### src/rtl/rx_age_pkg.sv
package rx_age_pkg;

  // Timeout length in bit ticks for the selected word size
  function automatic int unsigned char_limit(input int unsigned chars,
                                             input int unsigned bits_short,
                                             input int unsigned bits_long,
                                             input logic        long_sel);
    int unsigned bits;
    bits = long_sel ? bits_long : bits_short;
    return chars * bits;
  endfunction

  // Data is waiting below the threshold: nonempty and under the level
  function automatic logic level_below(input int unsigned fill,
                                       input int unsigned thresh);
    return (fill != 0) && (fill < thresh);
  endfunction

endpackage

### src/rtl/rx_age_qual.sv
module rx_age_qual #(
  parameter int LVL_W = 6
) (
  input  logic             clk,
  input  logic             rst_n,
  input  logic [LVL_W-1:0] fill_level,
  input  logic [LVL_W-1:0] rx_thresh,
  output logic             fifo_empty,
  output logic             lvl_ok
);
  import rx_age_pkg::*;

  assign fifo_empty = (fill_level == '0);
  assign lvl_ok     = level_below(int'(fill_level), int'(rx_thresh));

  // a qualifying level is never an empty FIFO
  p_ok_not_empty_r6: assert property (@(posedge clk) disable iff (!rst_n)
    lvl_ok |-> !fifo_empty);
endmodule

### src/rtl/rx_age_counter.sv
module rx_age_counter #(
  parameter int CHARS      = 8,
  parameter int BITS_SHORT = 7,
  parameter int BITS_LONG  = 8,
  localparam int MAX_TICKS = CHARS * BITS_LONG,
  localparam int CNT_W     = $clog2(MAX_TICKS)
) (
  input  logic clk,
  input  logic rst_n,
  input  logic bit_tick,
  input  logic char_push,
  input  logic fifo_empty,
  input  logic lvl_ok,
  input  logic word_long,
  output logic fire,
  output logic armed
);
  import rx_age_pkg::*;

  logic [CNT_W-1:0] cnt_q;
  logic [CNT_W-1:0] last_cnt;
  logic             counting;

  assign last_cnt = CNT_W'(char_limit(CHARS, BITS_SHORT, BITS_LONG, word_long) - 1);
  assign counting = armed && lvl_ok && !char_push && bit_tick;
  assign fire     = counting && (cnt_q == last_cnt);

  always_ff @(posedge clk) begin
    if (!rst_n) begin
      cnt_q <= '0;
      armed <= 1'b0;
    end else if (char_push) begin
      cnt_q <= '0;
      armed <= 1'b1;
    end else if (fifo_empty) begin
      cnt_q <= '0;
      armed <= 1'b0;
    end else if (!lvl_ok) begin
      cnt_q <= '0;
    end else if (fire) begin
      cnt_q <= '0;
      armed <= 1'b0;
    end else if (counting) begin
      cnt_q <= cnt_q + 1'b1;
    end
  end

  p_cnt_in_range_r2: assert property (@(posedge clk) disable iff (!rst_n)
    cnt_q <= last_cnt || !armed || !lvl_ok);
  p_push_restarts_r4: assert property (@(posedge clk) disable iff (!rst_n)
    char_push |=> (cnt_q == '0) && armed);
  p_hold_at_level_r5: assert property (@(posedge clk) disable iff (!rst_n)
    (!lvl_ok && !char_push) |=> cnt_q == '0);
  p_fire_needs_level_r5: assert property (@(posedge clk) disable iff (!rst_n)
    fire |-> lvl_ok);
  p_empty_disarms_r6: assert property (@(posedge clk) disable iff (!rst_n)
    (fifo_empty && !char_push) |=> !armed);
  p_single_fire_r7: assert property (@(posedge clk) disable iff (!rst_n)
    fire |=> !armed);
endmodule

### src/rtl/rx_age_status.sv
module rx_age_status (
  input  logic clk,
  input  logic rst_n,
  input  logic fire,
  input  logic stat_wr,
  input  logic stat_wdata,
  output logic flag
);
  logic clr;
  assign clr = stat_wr && stat_wdata;

  // a timeout in the clearing cycle wins
  always_ff @(posedge clk) begin
    if (!rst_n)     flag <= 1'b0;
    else if (fire)  flag <= 1'b1;
    else if (clr)   flag <= 1'b0;
  end

  p_set_on_fire_r10: assert property (@(posedge clk) disable iff (!rst_n)
    fire |=> flag);
  p_clear_w1_r8: assert property (@(posedge clk) disable iff (!rst_n)
    (clr && !fire) |=> !flag);
  p_sticky_r8: assert property (@(posedge clk) disable iff (!rst_n)
    (flag && !clr) |=> flag);
  p_no_spurious_r7: assert property (@(posedge clk) disable iff (!rst_n)
    (!flag && !fire) |=> !flag);
endmodule

### src/rtl/rx_age_timer.sv
module rx_age_timer #(
  parameter int FIFO_DEPTH = 32,
  parameter int CHARS      = 8,
  parameter int BITS_SHORT = 7,
  parameter int BITS_LONG  = 8,
  localparam int LVL_W     = $clog2(FIFO_DEPTH + 1)
) (
  input  logic             clk,
  input  logic             rst_n,
  input  logic             bit_tick,
  input  logic             char_push,
  input  logic [LVL_W-1:0] fill_level,
  input  logic [LVL_W-1:0] rx_thresh,
  input  logic             word_long,
  input  logic             irq_en,
  input  logic             dma_en,
  input  logic             stat_wr,
  input  logic             stat_wdata,
  output logic             age_flag,
  output logic             age_irq,
  output logic             age_dma_req
);
  logic fifo_empty;
  logic lvl_ok;
  logic fire;
  logic armed;

  rx_age_qual #(.LVL_W(LVL_W)) u_qual (
    .clk        (clk),
    .rst_n      (rst_n),
    .fill_level (fill_level),
    .rx_thresh  (rx_thresh),
    .fifo_empty (fifo_empty),
    .lvl_ok     (lvl_ok)
  );

  rx_age_counter #(
    .CHARS(CHARS), .BITS_SHORT(BITS_SHORT), .BITS_LONG(BITS_LONG)
  ) u_cnt (
    .clk        (clk),
    .rst_n      (rst_n),
    .bit_tick   (bit_tick),
    .char_push  (char_push),
    .fifo_empty (fifo_empty),
    .lvl_ok     (lvl_ok),
    .word_long  (word_long),
    .fire       (fire),
    .armed      (armed)
  );

  rx_age_status u_stat (
    .clk        (clk),
    .rst_n      (rst_n),
    .fire       (fire),
    .stat_wr    (stat_wr),
    .stat_wdata (stat_wdata),
    .flag       (age_flag)
  );

  assign age_irq     = age_flag && irq_en;
  assign age_dma_req = age_flag && dma_en;

  p_outputs_need_flag_r9: assert property (@(posedge clk) disable iff (!rst_n)
    !age_flag |-> (!age_irq && !age_dma_req));
  p_clear_drops_outputs_r9: assert property (@(posedge clk) disable iff (!rst_n)
    (stat_wr && stat_wdata && !fire) |=> (!age_irq && !age_dma_req));
  p_fire_while_armed_r7: assert property (@(posedge clk) disable iff (!rst_n)
    fire |-> armed);
endmodule

### config.mk
export PLATFORM = sky130hd
export DESIGN_NAME = rx_age_timer
export DESIGN_NICKNAME = d
export VERILOG_FILES = /design/src/rtl/rx_age_pkg.sv /design/src/rtl/rx_age_qual.sv /design/src/rtl/rx_age_counter.sv /design/src/rtl/rx_age_status.sv /design/src/rtl/rx_age_timer.sv
export SDC_FILE = /design/constraint.sdc
export NUM_CORES = 1
export LEC_CHECK = 0
export ABC_AREA = 1
export BUFFER_PORTS_ARGS = -buffer_cell sky130_fd_sc_hd__buf_2
export CAP_MARGIN = 20
export CORE_MARGIN = 2
export CORE_UTILIZATION = 30
export CTS_CLUSTER_SIZE = 8
export DETAILED_ROUTE_END_ITERATION = 7
export SETUP_SLACK_MARGIN = 0.3
export SYNTH_ARGS = -nofsm -noshare
export SYNTH_HDL_FRONTEND = slang
export SYNTH_SLANG_ARGS = --single-unit
### constraint.sdc
create_clock -name clk -period 1.3 [get_ports clk]
set_input_delay 0.065 -clock clk [delete_from_list [all_inputs] [get_ports clk]]
set_output_delay 0.065 -clock clk [all_outputs]
set_load 0.03 [all_outputs]
# == Word level (Yosys, flattened, before mapping) ==
# Index checks and enable logic that the tools add are counted.
# word_totals
regBits,8
output_inout_bits,3
wordCells,32
# op_classes
add_sub_neg,2
n_lt_le_gt_ge,1
eq_ne,1
muxes,7
bitwise_logic,2
n_reduce_logical,16
# ops
op,n
logical AND 1 bit,8
adder 6 x 1 -> 6 bit (second input constant),1
equality test 6 bit,1
logical NOT 6 bit,1
less-than comparator 6 bit,1
two-way mux 1 bit,6
nonzero test 3 bit,2
nonzero test 6 bit,1
subtractor 6 x 1 -> 6 bit (second input constant),1
OR reduction 5 bit,1
two-way mux 3 bit,1
inverter 1 bit,2
AND reduction 2 bit,1
nonzero test 2 bit,1
logical NOT 1 bit,1

# == Logic depth before layout (Yosys ltp) ==
# Gate-level depths: netlist of the first run.
# logic_depth
word_depth,10
depth_mapped,11
ltp_nobuf,11

# == Modules after synthesis ==
# A second synthesis of the first run with hierarchy kept.
# hier_totals
hier_cells,106
area_unflattened_um2,655.6
# by_module_without_submodules
mod,instances,cells_each,area_each_um2
rx_age_counter,1,62,420.4
rx_age_qual,1,34,176.4
rx_age_status,1,6,43.8
rx_age_timer,1,4,15.0

# == Worst setup path after synthesis of the first run ==
# No wires, ideal clock.
# synth_path
path_kind,register to register
start,reg u_cnt.cnt_q[0]
end,reg u_cnt.cnt_q[0]
setup_time_ns,0.115
arrival_ns,1.131
required_time_ns,1.185
slack_ns,0.054
stages_incl_launch_ff,9
period_less_slack_ns,1.246
cell_sequence,dfxtp_1 ha_1 nand2_1 nor2_1 nand2_1 nor2_1 nand4_2 nand2_4 a21oi_2
# synth_via
elab_chain_len,3
elab_cells_between_ends,4
classes_between,add/sub: 1; eq/ne: 1; reduce/logical: 2
# synth_lines
element,line_no,rtl
start: declaration,rx_age_counter.sv:20,logic [CNT_W-1:0] cnt_q;
start signal: assignment,rx_age_counter.sv:44,cnt_q <= cnt_q + 1'b1;
"parallel branches: the longest is 3 deep, another holds adder 6 x 1 -> 6 bit",--,
# Several ways; the timed one is not identified.
# A chain may end at the register's enable or synchronous reset.

# == Worst setup path in the final report of the first run ==
# layout_path
start,reg u_cnt.cnt_q[1]
end,reg u_cnt.cnt_q[3]
# The elaborated chain is that of the path after synthesis.

==> flow_metrics.py, run 1 <==
metrics = {
    "outcome": {
        "status": "complete, no violations",
    },
    "critical_path": {
        "r2r_cells": 8,
        "cp-end-kind": "flip-flop",
        "crit_start": "u_cnt.cnt_q[1]",
        "r2r_start": "u_cnt.cnt_q[1]",
        "start_kind": "flip-flop",
        "r2r_setup_slack_ns": 0.06,
        "r2r_end": "u_cnt.cnt_q[3]",
        "critical_path_arrival_ns": 1.39,
        "critPathKind": "flip-flop to flip-flop",
        "crit_path_max_fanout": 6,
        "worstPathRequired_ns": 1.45,
    },
    "logic_synthesis": {
        "seq_area_frac_synth": 0.233,
        "yosysUniqueCellTypes": 22,
        "ys_ff_latch": 8,
        "syn_nets": 127,
        "syn_inst": 100,
        "syn_avg_cell_area_um2": 6.88,
        "synth_warnings": 0,
        "synthesis.area_um2": 688,
    },
    "finish": {
        "multi_input_area_um2": 517,
        "final_util": 0.441,
        "drive_gt1_frac": 0.450,
        "antennaDiodeCount": 0,
        "fin_nets": 160,
        "syn_to_final_growth_pct": 40.5,
        "fillers": 226,
        "final-seq-area_um2": 164,
    },
    "grt": {
        "grt-ovfl-total": 0,
        "grt_usage": 0.127,
        "grt_pass1_vias": 657,
        "grt_max_degree": 9,
        "antenna_found_initial": 0,
        "grt_pass1_wl_um": 2560,
    },
    "timing": {
        "layout_min_cycle_time_ns": 1.24,
        "worstMarginPinSlew_ns": 0.367,
        "setup_viol": 0,
        "period_share": 0.951,
        "hold_slack_ns": 0.0444,
        "max-slew-margin-rel": 0.755,
        "rsz0062_at_grt": "yes",
        "hold_violations": 0,
        "timing.fmax_mhz": 809,
        "final_max_slew_viol_count": 0,
        "skew_ns": 0.00203,
    },
    "job": {
        "max-cap-violations": 0,
    },
    "drt": {
        "drt_iter0_drc": 8,
        "routed_wl_um": 1440,
        "vias_per_cell": 4.38,
        "drt-met1-wl_um": 620,
        "wl_met2_um": 697,
        "wl_per_cell_um": 9.03,
        "firstDrtPassIters": 4,
        "drc": 0,
        "met3_length_um": 91,
        "routed.top_layer": "met4",
        "dr_total_vias": 696,
        "ant_nets": 0,
    },
    "placed_design": {
        "routabilityCongestion": 0.795,
        "hpwlAfterDp_um": 1200,
        "numPortBuffers": 23,
    },
    "cts": {
        "clkSlewWorstSetupHoldPaths_ns": 0.06,
        "cts.sinks": 8,
        "clock-root-buffer": "clkbuf_4",
        "clk_path_buf_depth": 2,
        "cts_hold_buf": 0,
        "cts_tree": "built",
        "clk_latency_ns": 0.26,
        "cts_made_buffers": 3,
        "cts_max_level": 1,
    },
    "pwr": {
        "p_leak_nw": 0.452,
        "ir_worst_vdd_mv": 0.381,
        "powerDensity_nw_per_um2": 611,
    },
    "die": {
        "start_util": 0.314,
        "core-area_um2": 2190,
        "pin_count": 24,
        "die_area_um2": 2690,
        "die_y_um": 51.9,
        "num_rows": 17,
        "die_w_um": 51.9,
    },
    "worst_hold_path": {
        "hold_depth": 3,
        "worstHoldStart": "rst_n",
        "hold_path.class": "primary input to flip-flop",
        "min_to": "u_stat.flag",
    },
}
-- flip-flops by register name, summed over array words and instances, names as in the netlist --
register and cells:
u_stat.flag 1, u_cnt.cnt_q 6, u_cnt.armed 1
-- routing by layer --
metal,vias up,GRT usage
met5,-,0
met4,0,0.0526
met3,4,0.0431
met2,18,0.217
met1,299,0.143
li1,375,-
-- cell usage in the layout, fill, tap and decap left out, drive strengths merged --
master	instances
and3	1
clkinv	1
nand3	6
or2	1
ha	6
inv	16
nor2	11
xor2	2
nand2	32
xnor2	2
buf	29
nand4	3
clkbuf	3
dfxtp	8
a21oi	9
o21ai	1
-- cell type report --
| type | instances | area share |
|---|---|---|
| multi-input combinational | 74 | 0.534 |
| timing repair buffer | 29 | 0.171 |
| sequential | 8 | 0.169 |
| inverter | 17 | 0.0660 |
| tap | 28 | 0.0362 |
| clock buffer | 3 | 0.0233 |
-- cells in the mapped netlist, drive strengths merged --
| master | count | area, um2 |
|---|---|---|
| a21oi | 9 | 67.6 |
| and3 | 1 | 6.26 |
| clkbuf | 1 | 5.00 |
| clkinv | 1 | 3.75 |
| dfxtp | 8 | 160 |
| ha | 6 | 75.1 |
| inv | 16 | 60.1 |
| nand2 | 32 | 138 |
| nand3 | 6 | 35.0 |
| nand4 | 3 | 25.0 |
| nor2 | 11 | 63.8 |
| o21ai | 1 | 5.00 |
| or2 | 1 | 8.76 |
| xnor2 | 2 | 17.5 |
| xor2 | 2 | 17.5 |
-- repair_timing --
action	in CTS	in global routing
setup buffers	1	0
endpoints found under the setup margin	8	10
gates resized for setup	0	7
pin swaps	3	0
-- stage by stage --
| stage | total power, W | cells | cell area (um2) | setup slack [ns] | setup TNS [ns] |
|---|---|---|---|---|---|
| after detailed placement | 0.000398 | 155 | 926 | -0.0890 | -0.549 |
| after global routing | 0.000634 | 159 | 967 | -0.0401 | -0.217 |
| after global placement | 0.000394 | 155 | 926 | -0.0694 | -0.398 |
| after CTS | 0.000600 | 159 | 956 | 0.0372 | 0 |
| after floorplan | 0.000349 | 100 | 743 | 0.120 | 0 |
| final | 0.000590 | 159 | 967 | 0.0633 | 0 |
-- cell families after synthesis --
group	Yosys count	synth area share
buffers and inverters	18	0.100
flip-flops	8	0.233
XOR/XNOR	4	0.0509
AO/OA/AOI/OAI	10	0.105
adder cells (fa/ha/maj)	6	0.109
AND/OR/NAND/NOR	54	0.402
-- worst max-delay path: stages (launching register included) --
cell	delay [ns]
dfxtp_2	0.35
ha_4	0.14
nand2_2	0.05
nor2_2	0.07
nand2_1	0.06
nor2_2	0.14
nand4_4	0.13
nand2_4	0.15
a21oi_2	0.04
-- where the power goes --
group	internal, W	switching (W)
registers	0.000248	0.00000118
logic	0.0000630	0.0000800
clock network	0.000106	0.0000924
total	0.000417	0.000174
-- worst max-delay path by stage --
stage,cells after the start,slack (ns),end
after floorplan,8,0.12,u_cnt.cnt_q[1]
after global placement,10,-0.07,u_cnt.cnt_q[2]
after detailed placement,10,-0.09,u_cnt.cnt_q[0]
after CTS,8,0.04,u_cnt.cnt_q[3]
after global routing,8,-0.04,u_cnt.cnt_q[3]
final,8,0.06,u_cnt.cnt_q[3]
No activity file was read; power rests on OpenSTA's default activity.
==> inputs of run 2 (changes only) <==
ABC_AREA = default   (was 1)
==> run 2 against run 1 <==
Sequential share of layout area increased by 1.9 points; hold slack gained 0.045 ns; critical path depth is 2 lower; combinational power is 8% lower; setup slack got worse by 0.062 ns; clock-buffer cell count unchanged; non-clock buffer count stayed put; fmax decreased by 4.8%; cell count shrank 25%; clock skew up 0.0040 ns; final area is 8.7% lower; wire length shrank 13%; highest routed layer unchanged.
==> flow_metrics.py, run 2 <==
metrics = {
    "placed_design": {
        "routabilityCongestion": 0.732,
        "numPortBuffers": 23,
        "hpwlAfterDp_um": 950,
        "place_ws_ns": -0.0238,
    },
    "critical_path": {
        "worstPathRequired_ns": 1.43,
        "cp-end-kind": "flip-flop",
        "critPathKind": "flip-flop to flip-flop",
        "crit_path_max_fanout": 4,
        "critical_path_arrival_ns": 1.43,
        "start_kind": "flip-flop",
    },
    "logic_synthesis": {
        "yosysMostFrequentCell": "dfxtp_1",
        "synth_area_leaders": "dfxtp_1 (29%), ha_1 (14%), xor2_1 (8.0%), nor3_1 (5.5%), inv_1 (4.1%)",
        "synth_edf_count": 0,
        "synth_top_area_share": 0.293,
        "syn_nets": 90,
        "yosysUniqueCellTypes": 26,
        "async_reset_ff_frac": 0,
        "ys_ff_latch": 8,
        "syn_avg_cell_area_um2": 8.68,
        "seq_area_frac_synth": 0.293,
        "syn_inst": 63,
        "synthesis.area_um2": 547,
        "synth_top_cell_by_area": "dfxtp_1",
        "ys.flop_type": "dfxtp_1",
        "synth_commonest_cells": "dfxtp_1 (8), ha_1 (6), inv_1 (6), nand2_1 (6), nor3_1 (6)",
        "synth_warnings": 0,
    },
    "die": {
        "die_area_um2": 2180,
        "num_rows": 15,
        "pin_count": 24,
        "core-area_um2": 1730,
        "die_w_um": 46.7,
        "start_util": 0.317,
        "die_y_um": 46.7,
    },
    "pwr": {
        "p_total_w": 0.000568,
        "powerDensity_nw_per_um2": 643,
        "p_leak_nw": 0.376,
        "ir_worst_vdd_mv": 0.534,
    },
    "job": {
        "max-cap-violations": 0,
    },
    "timing": {
        "final_max_slew_viol_count": 0,
        "hold_violations": 0,
        "setup_ws_ns": 0.000787,
        "worstMarginPinSlew_ns": 0.330,
        "max-slew-margin-rel": 0.779,
        "timing.fmax_mhz": 770,
        "period_share": 0.999,
        "setup_viol": 0,
        "skew_ns": 0.00600,
        "layout_min_cycle_time_ns": 1.30,
        "rsz0062_at_grt": "yes",
    },
    "finish": {
        "regMostFlops": "u_cnt.cnt_q",
        "fin_nets": 123,
        "antennaDiodeCount": 0,
        "final_common_cell": "buf_2",
        "largestRegisters": "u_cnt.cnt_q (6), u_cnt.armed (1), u_stat.flag (1)",
        "syn_to_final_growth_pct": 61.6,
        "drive_gt1_frac": 0.553,
        "largest_register_ffs": 6,
    },
    "worst_hold_path": {
        "hold_path.class": "primary input to flip-flop",
    },
    "cts": {
        "cts_tree": "built",
        "cts_hold_buf": 0,
        "clkSlewWorstSetupHoldPaths_ns": 0.05,
        "clock-root-buffer": "clkbuf_4",
        "cts.sinks": 8,
        "cts_max_level": 1,
        "cts_made_buffers": 3,
        "clk_latency_ns": 0.26,
        "clk_path_buf_depth": 2,
    },
    "grt": {
        "grt_usage": 0.120,
        "grt-ovfl-total": 0,
        "antenna_found_initial": 0,
        "grt_max_degree": 8,
        "grt_pass1_vias": 473,
        "grt_pass1_wl_um": 1810,
    },
    "drt": {
        "drt_iter0_drc": 3,
        "drc": 0,
        "wl_per_cell_um": 10.4,
        "dr_total_vias": 562,
        "ant_nets": 0,
        "routed_wl_um": 1240,
        "firstDrtPassIters": 3,
        "vias_per_cell": 4.72,
    },
    "outcome": {
        "status": "complete, no violations",
    },
}
## run 2: through the flow
stage          hold slack (ns)  instances  area [um2]   util  setup TNS [ns]
3_3_place_gp             0.358        113         781  0.452               0
6_report                0.0898        119         883  0.512               0
3_5_place_dp             0.360        113         781  0.452         -0.0688
5_1_grt                  0.107        119         883  0.512          -0.364
4_1_cts                 0.0852        116         816  0.472               0
2_1_floorplan            0.211         63         617      -               0
## run 2: timing repair
action	CTS	global route
buffers inserted	0	3
gates resized for setup	5	13
setup endpoints to repair	8	10
gates cloned	0	0
pin swaps	4	7
## run 2: final timing paths
check	startpoint	endpoint	slack [ns]	depth (start not counted)
setup reg to reg	u_cnt.cnt_q[1]	u_cnt.cnt_q[1]	0.0008	6
hold / removal	stat_wdata	u_stat.flag	0.09	4
setup / recovery	u_cnt.cnt_q[1]	u_cnt.cnt_q[1]	0.0008	6
hold reg to reg	u_stat.flag	u_stat.flag	0.48	2
## run 2: layer usage
layer	vias to the layer above	track usage	routed length, um
met3	5	0.0471	70
li1	290	-	-
met5	-	0	0
met1	250	0.152	539
met2	17	0.181	593
met4	0	0.0500	38
## run 2: logic make-up (layout without fill, tap and decap cells)
kind of cell / count (synthesis) / count (layout) / synth area share
AOI/OAI and AO/OA: 7 / 7 / 0.112
xor gates and xnor gates: 6 / 6 / 0.0961
adders and majority gates: 6 / 6 / 0.137
buffers and inverters: 7 / 38 / 0.0503
DFF: 8 / 8 / 0.293
muxes: 1 / 1 / 0.0183
and+or+nand+nor: 28 / 28 / 0.293
## run 2: area by class of cell
class	instances	area, um2
clock buffer	3	22.5
fill	180	843
inverter	6	35.0
multi-input combinational	48	445
sequential	8	166
tap	25	31.3
timing repair buffer	29	183
## run 2: critical path: stages, from the launching register on
cell,delay (ns)
dfxtp_2,0.35
ha_4,0.14
nand4_1,0.12
buf_4,0.17
nor3_4,0.20
buf_6,0.15
nor3_2,0.04
## run 2: where the power goes
part / switching (W) / internal (W)
clock network: 0.0000807 / 0.000105
logic: 0.0000619 / 0.0000688
registers: 0.00000330 / 0.000248
total: 0.000146 / 0.000422
==> inputs of run 3 (changes only) <==
CTS_BUF_LIST = sky130_fd_sc_hd__clkbuf_8   (was default)
==> run 3 against run 2 <==
Non-clock buffer count shrank 1; setup slack gained 0.036 ns; critical path depth unchanged; sequential share of layout area is 0.080 points lower; combinational power grew 4%; clock power grew 54%; critical endpoint is now u_stat.flag; critical path type unchanged; wire length shrank 3.1%; global-route usage grew 0.64 points; clock-buffer cell count unchanged; sequential cell count is the same.
==> flow_metrics.py, run 3 (synthesis results as in run 2) <==
metrics = {
    "critical_path": {
        "worstPathRequired_ns": 1.46,
        "critPathKind": "flip-flop to flip-flop",
        "critPathBufInv": 2,
        "r2r_start": "u_cnt.cnt_q[1]",
        "crit_path_max_fanout": 6,
        "cp_slowest_cell": "dfxtp_2",
        "r2r_cells": 6,
        "r2r_setup_slack_ns": 0.04,
        "critical_path_arrival_ns": 1.43,
        "cp_cell_sequence": "ha_4, nand4_1, buf_4, nor3_4, inv_1, o21ai_1",
        "slowest_delay_ns": 0.35,
        "start_kind": "flip-flop",
        "cp-end-kind": "flip-flop",
        "critPathTopFamily": "simple AND/OR/NAND/NOR gates",
        "r2r_end": "u_stat.flag",
    },
    "timing": {
        "final_max_slew_viol_count": 0,
        "worstMarginPinSlew_ns": 0.295,
        "hold_violations": 0,
        "hold_slack_ns": 0.125,
        "setup_viol": 0,
        "timing.fmax_mhz": 791,
        "rsz0062_at_grt": "yes",
        "period_share": 0.972,
        "layout_min_cycle_time_ns": 1.26,
        "max-slew-margin-rel": 0.803,
        "skew_ns": 0.00431,
        "finalSetupTns_ns": 0,
    },
    "pwr": {
        "p_leak_nw": 0.384,
        "comb_power_share": 0.202,
        "power_frac_seq": 0.374,
        "powerDensity_nw_per_um2": 762,
        "sw_frac_of_total": 0.225,
        "internal_power_w": 0.000524,
        "clockPowerShare": 0.425,
        "ir_worst_vdd_mv": 0.678,
        "p_switching_w": 0.000152,
        "p_total_w": 0.000676,
    },
    "grt": {
        "grt_usage": 0.126,
        "grt_max_degree": 8,
        "antenna_found_initial": 0,
        "grt_pass1_wl_um": 1900,
        "grt-ovfl-total": 0,
        "grt_pass1_vias": 492,
    },
    "cts": {
        "cts_tree": "built",
        "cts_max_level": 1,
        "cts_made_buffers": 3,
        "clkSlewWorstSetupHoldPaths_ns": 0.04,
        "clk_path_buf_depth": 2,
        "cts.sinks": 8,
        "clk_latency_ns": 0.23,
        "clock-root-buffer": "clkbuf_8",
        "cts_hold_buf": 0,
    },
    "placed_design": {
        "routabilityCongestion": 0.732,
        "dpl_cell_area_um2": 781,
        "hpwlAfterDp_um": 950,
        "numPortBuffers": 23,
    },
    "worst_hold_path": {
        "hold_path.class": "primary input to flip-flop",
        "hold_depth": 4,
        "worstHoldStart": "stat_wdata",
        "min_to": "u_stat.flag",
    },
    "drt": {
        "firstDrtPassIters": 3,
        "drc": 0,
        "ant_nets": 0,
        "dr_total_vias": 543,
        "drt_iter0_drc": 7,
        "wl_per_cell_um": 10.2,
        "vias_per_cell": 4.60,
        "routed_wl_um": 1200,
    },
    "job": {
        "max-cap-violations": 0,
    },
    "finish": {
        "fin_nets": 122,
        "syn_to_final_growth_pct": 62.2,
        "final_common_cell": "buf_2",
        "largestRegisters": "u_cnt.cnt_q (6), u_cnt.armed (1), u_stat.flag (1)",
        "design_area_um2": 887,
        "regMostFlops": "u_cnt.cnt_q",
        "drive_gt1_frac": 0.505,
        "antennaDiodeCount": 0,
        "largest_register_ffs": 6,
        "final_util": 0.514,
    },
    "die": {
        "num_rows": 15,
        "die_y_um": 46.7,
        "pin_count": 24,
        "die_area_um2": 2180,
        "start_util": 0.317,
        "die_w_um": 46.7,
        "core-area_um2": 1730,
    },
    "outcome": {
        "status": "complete, no violations",
    },
}
==> run 3: cell count changes in the layout (fill, tap and decap cells not counted), sizes merged <==
cell,delta
buf,-1
==> run 3: worst reg2reg max path: stages (launching register included) <==
cell	delay, ns
dfxtp_2	0.35
ha_4	0.14
nand4_1	0.12
buf_4	0.17
nor3_4	0.26
inv_1	0.07
o21ai_1	0.11
==> run 3: stage by stage <==
| step | instances | setup slack [ns] |
|---|---|---|
| floorplan | 63 | 0.110 |
| global placement | 113 | 0.000181 |
| detailed placement | 113 | -0.0238 |
| CTS | 116 | 0.0411 |
| global route | 118 | -0.0774 |
| finish | 118 | 0.0363 |
==> run 3: how the worst max path moves through the flow <==
stage	startpoint	slack, ns	depth (start not counted)	to
finish	u_cnt.cnt_q[1]	0.04	6	u_stat.flag
floorplan	u_cnt.cnt_q[1]	0.11	5	u_cnt.armed
detailed placement	rx_thresh[3]	-0.02	7	u_stat.flag
global route	u_cnt.cnt_q[1]	-0.08	6	u_stat.flag
CTS	u_cnt.cnt_q[0]	0.04	5	u_stat.flag
global placement	u_cnt.cnt_q[1]	0.0002	5	u_cnt.armed
==> run 3: area by class of cell <==
cell class / count / area [um2]
clock buffers: 3 / 41.3
flip-flops and latches: 8 / 166
well taps: 25 / 31.3
fillers: 175 / 840
multi-input cells: 48 / 432
repair buffers: 28 / 181
inverters: 6 / 35.0
==> run 3: power groups by stage <==
stage | registers [W] | clock network, W | logic (W)
2_1_floorplan | 0.000256 | 0 | 0.0000663
3_3_place_gp | 0.000257 | 0 | 0.000120
3_5_place_dp | 0.000257 | 0 | 0.000121
4_1_cts | 0.000254 | 0.000293 | 0.000132
5_1_grt | 0.000253 | 0.000310 | 0.000152
6_report | 0.000253 | 0.000287 | 0.000136
==> run 3: timing repair <==
action,4_1_cts,5_1_grt
gates resized for setup,10,3
setup endpoints to repair,8,8
pin swaps,6,7
setup buffers,0,2
==> run 3: per-layer routing <==
layer	up-vias	wire, um	GRT usage
li1	286	-	-
met1	240	541	0.161
met2	15	576	0.192
met3	2	72	0.0471
met4	0	12	0.0500
met5	-	0	0
